### src/rtl/simd_pkg.sv
package simd_pkg;
  typedef enum logic [2:0] {
    OP_ADD = 3'd0, OP_SUB = 3'd1, OP_MUL = 3'd2, OP_SHL = 3'd3,
    OP_SHR = 3'd4, OP_SAR = 3'd5, OP_PACK = 3'd6, OP_UNPACK = 3'd7
  } simd_op_e;

  typedef enum logic [1:0] {LN_8 = 2'd0, LN_16 = 2'd1, LN_32 = 2'd2, LN_BAD = 2'd3} lane_sz_e;
  typedef enum logic [1:0] {SAT_WRAP = 2'd0, SAT_SIGNED = 2'd1, SAT_UNSIGNED = 2'd2, SAT_WRAP2 = 2'd3} sat_mode_e;
  typedef enum logic [1:0] {SH_LEFT = 2'd0, SH_LOGIC = 2'd1, SH_ARITH = 2'd2, SH_NONE = 2'd3} shift_kind_e;

  localparam int NUM_SZ      = 3;
  localparam int BASE_LANE_W = 8;
endpackage

### src/rtl/simd_addsub.sv
module simd_addsub
  import simd_pkg::*;
#(
  parameter int DATA_W = 64,
  parameter int LANE_W = 8
) (
  input  logic [DATA_W-1:0] a_i,
  input  logic [DATA_W-1:0] b_i,
  input  logic              sub_i,
  input  logic [1:0]        sat_i,
  output logic [DATA_W-1:0] res_o
);
  localparam int NL  = DATA_W / LANE_W;
  localparam int MSB = LANE_W - 1;
  localparam logic [LANE_W-1:0] S_MAX = {1'b0, {(LANE_W-1){1'b1}}};
  localparam logic [LANE_W-1:0] S_MIN = {1'b1, {(LANE_W-1){1'b0}}};

  sat_mode_e md;
  assign md = sat_mode_e'(sat_i);

  for (genvar l = 0; l < NL; l++) begin : g_lane
    logic [LANE_W-1:0] ea, eb, r;
    logic [LANE_W:0]   s_sum, u_sum;

    assign ea = a_i[l*LANE_W +: LANE_W];
    assign eb = b_i[l*LANE_W +: LANE_W];
    assign s_sum = sub_i ? ({ea[MSB], ea} - {eb[MSB], eb}) : ({ea[MSB], ea} + {eb[MSB], eb});
    assign u_sum = sub_i ? ({1'b0, ea} - {1'b0, eb}) : ({1'b0, ea} + {1'b0, eb});

    always_comb begin
      unique case (md)
        SAT_SIGNED:
          r = (s_sum[LANE_W] != s_sum[MSB]) ? (s_sum[LANE_W] ? S_MIN : S_MAX) : s_sum[MSB:0];
        SAT_UNSIGNED:
          r = u_sum[LANE_W] ? (sub_i ? '0 : '1) : u_sum[MSB:0];
        default: r = u_sum[MSB:0];
      endcase
    end

    assign res_o[l*LANE_W +: LANE_W] = r;

    always_comb begin
      if (md == SAT_SIGNED && !sub_i && !ea[MSB] && !eb[MSB])
        AST_SSAT_NONNEG: assert (!r[MSB]);
      if (md == SAT_UNSIGNED && !sub_i)
        AST_USAT_NO_DROP: assert (r >= ea);
    end
  end
endmodule

### src/rtl/simd_shift.sv
module simd_shift
  import simd_pkg::*;
#(
  parameter int DATA_W = 64,
  parameter int LANE_W = 8,
  parameter int SH_W   = 6
) (
  input  logic [DATA_W-1:0] a_i,
  input  logic [SH_W-1:0]   shamt_i,
  input  logic [1:0]        kind_i,
  output logic [DATA_W-1:0] res_o
);
  localparam int NL  = DATA_W / LANE_W;
  localparam int AW  = $clog2(LANE_W);
  localparam int MSB = LANE_W - 1;

  shift_kind_e kind;
  logic        big;
  logic [AW-1:0] amt;

  assign kind = shift_kind_e'(kind_i);
  assign big  = int'(shamt_i) >= LANE_W;
  assign amt  = shamt_i[AW-1:0];

  for (genvar l = 0; l < NL; l++) begin : g_lane
    logic [LANE_W-1:0] ea, r;
    assign ea = a_i[l*LANE_W +: LANE_W];

    always_comb begin
      unique case (kind)
        SH_LEFT:  r = big ? '0 : (ea << amt);
        SH_LOGIC: r = big ? '0 : (ea >> amt);
        SH_ARITH: r = big ? {LANE_W{ea[MSB]}} : LANE_W'($signed(ea) >>> amt);
        default:  r = ea;
      endcase
    end

    assign res_o[l*LANE_W +: LANE_W] = r;

    always_comb begin
      if (kind == SH_LOGIC) AST_LSR_NO_GROW: assert (r <= ea);
      if (kind == SH_ARITH) AST_ASR_SIGN_KEPT: assert (r[MSB] == ea[MSB]);
    end
  end
endmodule

### src/rtl/simd_mul.sv
module simd_mul #(
  parameter int DATA_W = 64,
  parameter int LANE_W = 16
) (
  input  logic [DATA_W-1:0] a_i,
  input  logic [DATA_W-1:0] b_i,
  output logic [DATA_W-1:0] res_o
);
  localparam int NL = DATA_W / LANE_W;

  for (genvar l = 0; l < NL; l++) begin : g_lane
    logic [LANE_W-1:0] ea, eb, r;
    assign ea = a_i[l*LANE_W +: LANE_W];
    assign eb = b_i[l*LANE_W +: LANE_W];
    assign r  = ea * eb;  // low half of the product
    assign res_o[l*LANE_W +: LANE_W] = r;

    always_comb begin
      if (eb == LANE_W'(1)) AST_MUL_IDENTITY: assert (r == ea);
    end
  end
endmodule

### src/rtl/simd_repack.sv
module simd_repack #(
  parameter int DATA_W = 64,
  parameter int LANE_W = 16
) (
  input  logic [DATA_W-1:0] a_i,
  input  logic [DATA_W-1:0] b_i,
  output logic [DATA_W-1:0] pack_o,
  output logic [DATA_W-1:0] unpack_o
);
  localparam int NL   = DATA_W / LANE_W;
  localparam int HW   = LANE_W / 2;
  localparam int HALF = DATA_W / 2;

  function automatic logic [HW-1:0] narrow(input logic [LANE_W-1:0] v);
    if ((&v[LANE_W-1:HW-1]) || !(|v[LANE_W-1:HW-1])) return v[HW-1:0];
    return v[LANE_W-1] ? {1'b1, {(HW-1){1'b0}}} : {1'b0, {(HW-1){1'b1}}};
  endfunction

  for (genvar l = 0; l < NL; l++) begin : g_pack
    assign pack_o[l*HW +: HW]        = narrow(a_i[l*LANE_W +: LANE_W]);
    assign pack_o[HALF + l*HW +: HW] = narrow(b_i[l*LANE_W +: LANE_W]);

    always_comb begin
      AST_PACK_SIGN: assert (pack_o[l*HW + HW-1] == a_i[l*LANE_W + LANE_W-1]);
    end
  end

  for (genvar l = 0; l < NL/2; l++) begin : g_unpack
    assign unpack_o[(2*l)*LANE_W +: LANE_W]   = a_i[l*LANE_W +: LANE_W];
    assign unpack_o[(2*l+1)*LANE_W +: LANE_W] = b_i[l*LANE_W +: LANE_W];
  end
endmodule

### src/rtl/simd_unit.sv
module simd_unit
  import simd_pkg::*;
#(
  parameter int DATA_W = 64,
  parameter int SH_W   = 6,
  parameter int MUL_W  = 16
) (
  input  logic              clk_i,
  input  logic              rst_ni,
  input  logic              in_valid_i,
  input  logic [2:0]        op_i,
  input  logic [1:0]        lane_i,
  input  logic [1:0]        sat_i,
  input  logic [SH_W-1:0]   shamt_i,
  input  logic [DATA_W-1:0] a_i,
  input  logic [DATA_W-1:0] b_i,
  output logic              out_valid_o,
  output logic [DATA_W-1:0] result_o,
  output logic              illegal_o
);
  localparam int MUL_SEL = $clog2(MUL_W / BASE_LANE_W);

  simd_op_e    op;
  lane_sz_e    ln;
  shift_kind_e kind;
  logic [1:0]  idx;
  logic        ill;
  logic [DATA_W-1:0] sel, mul_r;
  logic [DATA_W-1:0] add_r [NUM_SZ];
  logic [DATA_W-1:0] shf_r [NUM_SZ];
  logic [DATA_W-1:0] pck_r [NUM_SZ];
  logic [DATA_W-1:0] unp_r [NUM_SZ];

  logic              valid_q, ill_q;
  logic [DATA_W-1:0] result_q;

  assign op = simd_op_e'(op_i);
  assign ln = lane_sz_e'(lane_i);

  always_comb begin
    unique case (op)
      OP_SHL:  kind = SH_LEFT;
      OP_SHR:  kind = SH_LOGIC;
      OP_SAR:  kind = SH_ARITH;
      default: kind = SH_NONE;
    endcase
  end

  for (genvar g = 0; g < NUM_SZ; g++) begin : g_size
    localparam int LW = BASE_LANE_W << g;

    simd_addsub #(.DATA_W(DATA_W), .LANE_W(LW)) u_addsub (
      .a_i(a_i), .b_i(b_i), .sub_i(op == OP_SUB), .sat_i(sat_i), .res_o(add_r[g])
    );
    simd_shift #(.DATA_W(DATA_W), .LANE_W(LW), .SH_W(SH_W)) u_shift (
      .a_i(a_i), .shamt_i(shamt_i), .kind_i(kind), .res_o(shf_r[g])
    );
    simd_repack #(.DATA_W(DATA_W), .LANE_W(LW)) u_repack (
      .a_i(a_i), .b_i(b_i), .pack_o(pck_r[g]), .unpack_o(unp_r[g])
    );
  end

  simd_mul #(.DATA_W(DATA_W), .LANE_W(MUL_W)) u_mul (
    .a_i(a_i), .b_i(b_i), .res_o(mul_r)
  );

  assign idx = (ln == LN_BAD) ? 2'd0 : lane_i;
  assign ill = (ln == LN_BAD)
             || (op == OP_MUL && lane_i != 2'(MUL_SEL))
             || (op == OP_PACK && ln == LN_8);

  always_comb begin
    unique case (op)
      OP_ADD, OP_SUB:         sel = add_r[idx];
      OP_MUL:                 sel = mul_r;
      OP_SHL, OP_SHR, OP_SAR: sel = shf_r[idx];
      OP_PACK:                sel = pck_r[idx];
      default:                sel = unp_r[idx];
    endcase
  end

  always_ff @(posedge clk_i or negedge rst_ni) begin
    if (!rst_ni) begin
      valid_q  <= 1'b0;
      ill_q    <= 1'b0;
      result_q <= '0;
    end else begin
      valid_q <= in_valid_i;
      if (in_valid_i) begin
        ill_q    <= ill;
        result_q <= ill ? '0 : sel;
      end
    end
  end

  assign out_valid_o = valid_q;
  assign result_o    = result_q;
  assign illegal_o   = ill_q;

  AST_VALID_FOLLOWS: assert property (@(posedge clk_i) disable iff (!rst_ni)
    in_valid_i |=> out_valid_o);
  AST_VALID_DROPS: assert property (@(posedge clk_i) disable iff (!rst_ni)
    !in_valid_i |=> !out_valid_o);
  AST_RESULT_HOLD: assert property (@(posedge clk_i) disable iff (!rst_ni)
    !in_valid_i |=> ($stable(result_o) && $stable(illegal_o)));
  AST_ILLEGAL_ZERO: assert property (@(posedge clk_i) disable iff (!rst_ni)
    illegal_o |-> (result_o == '0));
  AST_MUL_LANE_FLAG: assert property (@(posedge clk_i) disable iff (!rst_ni)
    (in_valid_i && op_i == 3'd2 && lane_i != 2'd1) |=> illegal_o);
endmodule

### config.mk
export PLATFORM = sky130hd
export DESIGN_NAME = simd_unit
export DESIGN_NICKNAME = d
export VERILOG_FILES = /design/src/rtl/simd_pkg.sv /design/src/rtl/simd_addsub.sv /design/src/rtl/simd_shift.sv /design/src/rtl/simd_mul.sv /design/src/rtl/simd_repack.sv /design/src/rtl/simd_unit.sv
export SDC_FILE = /design/constraint.sdc
export NUM_CORES = 2
export LEC_CHECK = 0
export BUFFER_PORTS_ARGS = -buffer_cell sky130_fd_sc_hd__buf_2
export CAP_MARGIN = 5
export CORE_MARGIN = 5
export CORE_UTILIZATION = 45
export CTS_BUF_LIST = sky130_fd_sc_hd__clkbuf_4
export CTS_CLUSTER_DIAMETER = 150
export DETAILED_ROUTE_END_ITERATION = 8
export SLEW_MARGIN = 30
export SYNTH_ARGS = -nofsm -noshare
export SYNTH_HDL_FRONTEND = slang
export SYNTH_SLANG_ARGS = --single-unit
### constraint.sdc
create_clock -name clk_i -period 1.68 [get_ports clk_i]
set_clock_uncertainty 0.2 [all_clocks]
set_input_delay 0.336 -clock clk_i [delete_from_list [all_inputs] [get_ports clk_i]]
set_output_delay 0.336 -clock clk_i [all_outputs]
set_load 0.02 [all_outputs]
Word-level counts from Yosys, hierarchy flattened
Index checks and enable logic that the tools add are counted.
Word-level totals
  bits in registers: 66
  input bits: 144
  logic and storage cells: 528
Cells by class
  add/sub/neg operators: 56
  $mul: 4
  $lt $le $gt $ge: 4
  eq/ne operators: 26
  shift operators: 42
  mux-type cells: 271
  bitwise gates (word level): 1
  reductions and logical operators: 121
Operator list (count)
  16-bit two-way mux: 37
  8-bit two-way mux: 73
  64-bit two-way mux: 9
  64-bit binary-select mux with 2-bit select: 4
  32-bit two-way mux: 13
  64-bit one-hot mux with 4 select lines: 1
  4-bit two-way mux: 48
  16-bit one-hot mux with 3 select lines: 4
  32-bit one-hot mux with 3 select lines: 2
  8-bit one-hot mux with 3 select lines: 8
  8-bit by 8-bit adder with 9-bit output: 16
  9-bit two-way mux: 16
  8-bit by 8-bit subtractor with 9-bit output: 16
  16-bit by 16-bit adder with 17-bit output: 8
  17-bit two-way mux: 8
  16-bit by 16-bit subtractor with 17-bit output: 8
  32-bit by 32-bit adder with 33-bit output: 4
  33-bit two-way mux: 4
  32-bit by 32-bit subtractor with 33-bit output: 4
  16-bit one-hot mux with 2 select lines: 4
  32-bit one-hot mux with 2 select lines: 2
  8-bit one-hot mux with 2 select lines: 8
  5-bit AND reduction: 16
  5-bit OR reduction: 16
  36 further kinds: 196

Longest topological paths before layout
  depth after elaboration: 10
  depth in mapped cells: 28
  gate-level depth less buffers: 26

Hierarchy
A second synthesis with hierarchy kept.
Unflattened totals
  cells, all modules: 9475
  area total of the unflattened synthesis: 71896.5 um2
Modules (own cells, without submodules)
  simd_mul: times used 1, cells an instance 1861, area each 15765.1 um2
  simd_unit: times used 1, cells an instance 1557, area each 13098.8 um2
  simd_shift at g_size[2].u_shift: times used 1, cells an instance 1224, area each 9291.4 um2
  simd_shift at g_size[1].u_shift: times used 1, cells an instance 930, area each 6671.4 um2
  simd_addsub at g_size[0].u_addsub: times used 1, cells an instance 838, area each 5714.2 um2
  simd_addsub at g_size[2].u_addsub: times used 1, cells an instance 832, area each 5684.2 um2
  simd_shift at g_size[0].u_shift: times used 1, cells an instance 789, area each 5470.2 um2
  simd_addsub at g_size[1].u_addsub: times used 1, cells an instance 744, area each 5461.5 um2
  simd_repack at g_size[1].u_repack: times used 1, cells an instance 248, area each 1661.6 um2
  simd_repack at g_size[0].u_repack: times used 1, cells an instance 256, area each 1621.6 um2
  simd_repack at g_size[2].u_repack: times used 1, cells an instance 196, area each 1456.4 um2

Worst setup path before layout
OpenSTA, ideal clock, no wires.
  kind: input to register
  from: in a_i[23]
  to: reg result_q[29] (netlist: result_o[29])
  arrival time: 6118 ps
  setup slack: -4764 ps
  stages: 23
  buffers on the path: 4
  cells stage by stage: clkbuf_1 -> clkbuf_1 -> clkbuf_1 -> clkbuf_1 -> nand2_1 -> fa_1 -> fa_1 -> inv_1 -> ha_1 -> fa_1 -> fa_1 -> inv_1 -> fa_1 -> inv_1 -> ha_1 -> or2_2 -> a21oi_1 -> a21oi_1 -> a31oi_1 -> xnor2_1 -> a2111oi_0 -> a311oi_1 -> a311o_1
Between the ends
  cells in the longest elaborated chain, start to end: 10
Ends and longest elaborated chain
  from (decl): line simd_unit.sv:15  | input logic [DATA_W-1:0] a_i,
  32-bit by 32-bit adder with 33-bit output (tied with other cells): line simd_addsub.sv:27  | assign s_sum = sub_i ? ({ea[MSB], ea} - {eb[MSB], eb}) : ({ea[MSB], ea} + {eb[MSB], eb});
  33-bit two-way mux or 17-bit two-way mux (tied branches): line simd_addsub.sv:27
  32-bit two-way mux (tied with other cells): line simd_addsub.sv:33  | r = (s_sum[LANE_W] != s_sum[MSB]) ? (s_sum[LANE_W] ? S_MIN : S_MAX) : s_sum[MSB:0];
  32-bit two-way mux or 16-bit two-way mux (tied branches): line simd_addsub.sv:33
  32-bit one-hot mux with 2 select lines or 16-bit one-hot mux with 2 select lines (tied branches): line simd_addsub.sv:31  | unique case (md)
  64-bit binary-select mux with 2-bit select: line simd_unit.sv:74  | OP_ADD, OP_SUB: sel = add_r[idx];
  64-bit two-way mux (not written as such) (2 in series): line simd_unit.sv:74
  64-bit one-hot mux with 4 select lines (*): line simd_unit.sv:73  | unique case (op)
  64-bit two-way mux (*): line simd_unit.sv:91  | result_q <= ill ? '0 : sel;
  to (signal assigned): line simd_unit.sv:91
  to (decl): line simd_unit.sv:35  | logic [DATA_W-1:0] result_q;
Every way passes the cells marked *; elsewhere a longest branch is shown, timed or not. The select of a mux whose other input is x is not followed.
A chain may end at the register's enable or synchronous reset.

Worst setup path in the final report
  from: in a_i[7]
  to: reg result_q[13] (netlist: result_o[13])
Same word-level chain as after synthesis.

==> results by group <==
Critical path
  • Data arrival, critical path: 5.70 ns
  • Worst setup path start: a_i[7]
  • Max FO, Critical Path: 5
  • R2R Path Start: result_o[23]
  • CP endpoint kind: register
  • Crit Path Class: in2reg
  • CP Launch Type: primary input
  • Worst endpoint required time: 2.00 ns

Logic synthesis
  • Post-synth EDFFs: 0
  • FFs w/ async S/R, synth: 1.00
  • Ys Warns: 0
  • Syn Inst Count: 6664
  • Syn nets: 7496
  • Cell variety after synth: 106
  • #FFs+latches synth: 66
  • Sequential-to-total area share from yosys stat: 0.0361
  • Area of the mapped netlist: 0.0457 mm^2
  • Main flop type after synthesis: dfrtp_1
  • Synth Area per Inst: 6.86 um^2

Cells and area
  • Non-filler instance count after layout: 9989
  • # fillers: 8328
  • Area grow syn2layout: 52.3%
  • Reg area: 0.00168 mm^2
  • Finished Core Util: 0.688
  • Most common cell after layout, fill and taps aside: buf_4
  • NumNets Final: 9439
  • Footprint of the multi-input gates: 0.0435 mm^2
  • Cell area after layout: 0.0696 mm^2
  • Layout cells sized above 1: 0.377
  • Most frequent cells in the layout: buf_4, nand2_1, a21oi_1

Pwr
  • Tot Pwr: 76.5 mW
  • P_leak: 32.5 nW
  • Max IR drop VDD: 0.00158 V
  • Power density over the cells: 1100 mW/mm^2

STA
  • Min cycle time layout: 5.38 ns
  • Least-Margin Pin Slew: 1.12 ns
  • RSZ-0062 raised after global routing: true
  • Hold Vio Cnt, Final: 0
  • Setup violations, final: 125
  • FMAX: 186 MHz
  • Final Hold Slack: 0.0902 ns
  • Tcrit/Tclk final: 3.20
  • Setup ws final: -3.70 ns
  • Final setup TNS: -210.82 ns
  • Final Max Tran Viols: 0
  • Max-slew headroom: 0.247

Run status
  • Status: finished with violations
  • Failing checks: setup timing

Clock network
  • CTS Buffer Depth: 2
  • Worst-Skew Late Latency: 0.58 ns
  • TritonCTS Buffers: 9
  • Htree depth: 3
  • TritonCTS clock tree: done
  • Clock sink total: 66
  • Clock-pin slew on the worst setup and hold paths: 0.20 ns
  • Root Buffer Master: clkbuf_4

Floorplanning
  • Initial Utilization: 0.451
  • IO Count: 210
  • Die area: 0.108 mm^2
  • Die H: 329 um
  • Total core area: 0.101 mm^2
  • Die span in x: 329 um
  • Row cnt: 117

Run
  • Max Cap Viol: 0

Min path
  • Hold crit path type: in2async

Drt
  • DR vias/cell: 6.42
  • First DRT Iteration DRCs: 8800
  • Antenna Nets Post-Route: 0
  • Wire per inst: 29.3 um
  • DRC: 0
  • Final wirelength: 293 mm
  • First-pass DRT Iterations: 8
  • Via Count: 64100

Placed design
  • DP Area: 0.0637 mm^2
  • Placer Congestion: 1.18
  • Pre-CTS setup slack: -4.57 ns
  • DP HPWL: 229 mm
  • DP Cell Count: 9771
  • Input/output buffers: 209

Global route
  • Global-route wire length before repair: 410 mm
  • GRT overflow: 0
  • Vias in the first global route: 62000
  • Largest net degree at the start of global routing: 51
  • Total global-route track usage: 0.509
  • Initial antenna violation count: 11
power by group:
part | internal [mW] | leakage (nW) | switching, mW
clock | 0.292 | 0.0525 | 0.946
combinational | 34.1 | 31.6 | 38.6
sequential | 1.99 | 0.819 | 0.617
sequential cells by signal (all words and copies together), names as in the netlist:
name,count
illegal_o,1
out_valid_o,1
result_o,64
routing by layer:
layer	vias up	routed length, um	GRT usage
met1	30300	101000	0.601
met3	1699	37800	0.145
met2	5113	120000	0.761
met5	-	61	0
li1	27000	-	-
met4	10	34000	0.430
worst max-delay path: stages:
cell and delay, ns:
buf_8 0.11, buf_6 0.11, and2_4 0.13, fa_1 0.55
inv_2 0.05, fa_1 0.54, fa_2 0.45, fa_1 0.52
inv_2 0.04, fa_1 0.50, inv_2 0.05, fa_1 0.50
inv_2 0.05, ha_4 0.29, nand2_2 0.06, a21oi_2 0.13
a41oi_2 0.06, nor2b_4 0.16, xor2_2 0.18, o211ai_1 0.62
a221o_1 0.26
final cells by class:
| cell class | instances | area share |
|---|---|---|
| clock inverters | 5 | 0.000323 |
| clock buffers | 10 | 0.00108 |
| diodes | 10 | 0.000359 |
| well taps | 1368 | 0.0246 |
| flip-flops and latches | 66 | 0.0242 |
| repair buffers | 2466 | 0.293 |
| multi-input cells | 5482 | 0.625 |
| inverters | 582 | 0.0316 |
repair_timing:
action | in CTS | in global routing
hold endpoints to repair | 66 | 0
resized for setup | 717 | 333
hold buffers | 1 | 0
setup endpoints to repair | 130 | 128
setup buffers | 143 | 66
cloned | 3 | 2
pin swaps | 314 | 296
synthesized netlist by cell type (21+ instances only):
cell type	n	area [um^2]
a211oi_1	76	571
a21boi_0	21	158
a21o_1	79	593
a21oi_1	601	3010
a221o_1	21	210
a221oi_1	39	342
a22oi_1	23	173
a311oi_1	26	228
a31oi_1	81	507
and2_1	246	1540
and3_1	21	131
buf_1	77	289
buf_2	36	180
clkbuf_1	414	1550
dfrtp_1	66	1650
fa_1	328	6570
ha_1	360	4500
inv_1	578	2170
mux2_2	44	495
mux2i_1	143	1430
mux4_2	25	563
nand2_1	834	3130
nand2b_1	55	344
nand3_1	94	470
nand4_1	38	238
nor2_1	569	2140
nor2b_1	51	319
nor3_1	93	465
nor4_1	26	163
o211ai_1	76	571
o21a_1	57	428
o21ai_0	540	2700
o221ai_1	54	473
o22ai_1	55	344
o31ai_1	38	285
or2_2	25	156
or3_1	35	219
xnor2_1	280	2450
xor2_1	126	1100
cell families (layout without fill, tap and decap cells):
logic type,after synthesis,count (layout),share of synthesized area
flops,66,66,0.0361
other cells,0,10,0
compound gates,2007,2007,0.276
xor+xnor,409,409,0.0790
buf+inv,1116,3063,0.0935
fa+ha+maj,690,690,0.242
simple gates,2164,2164,0.219
mux,212,212,0.0544
final timing paths:
check,endpoint,slack [ns],cells after the start
setup / recovery,result_o[13],-3.70,21
hold / removal,result_o[6],0.09,3
setup reg to reg,result_o[23],-0.22,5
hold reg to reg,illegal_o,0.36,2
max in group asynchronous,result_o[49],0.78,3
min in group clk_i,result_o[4],0.09,5
No activity file was read; power rests on OpenSTA's default activity.
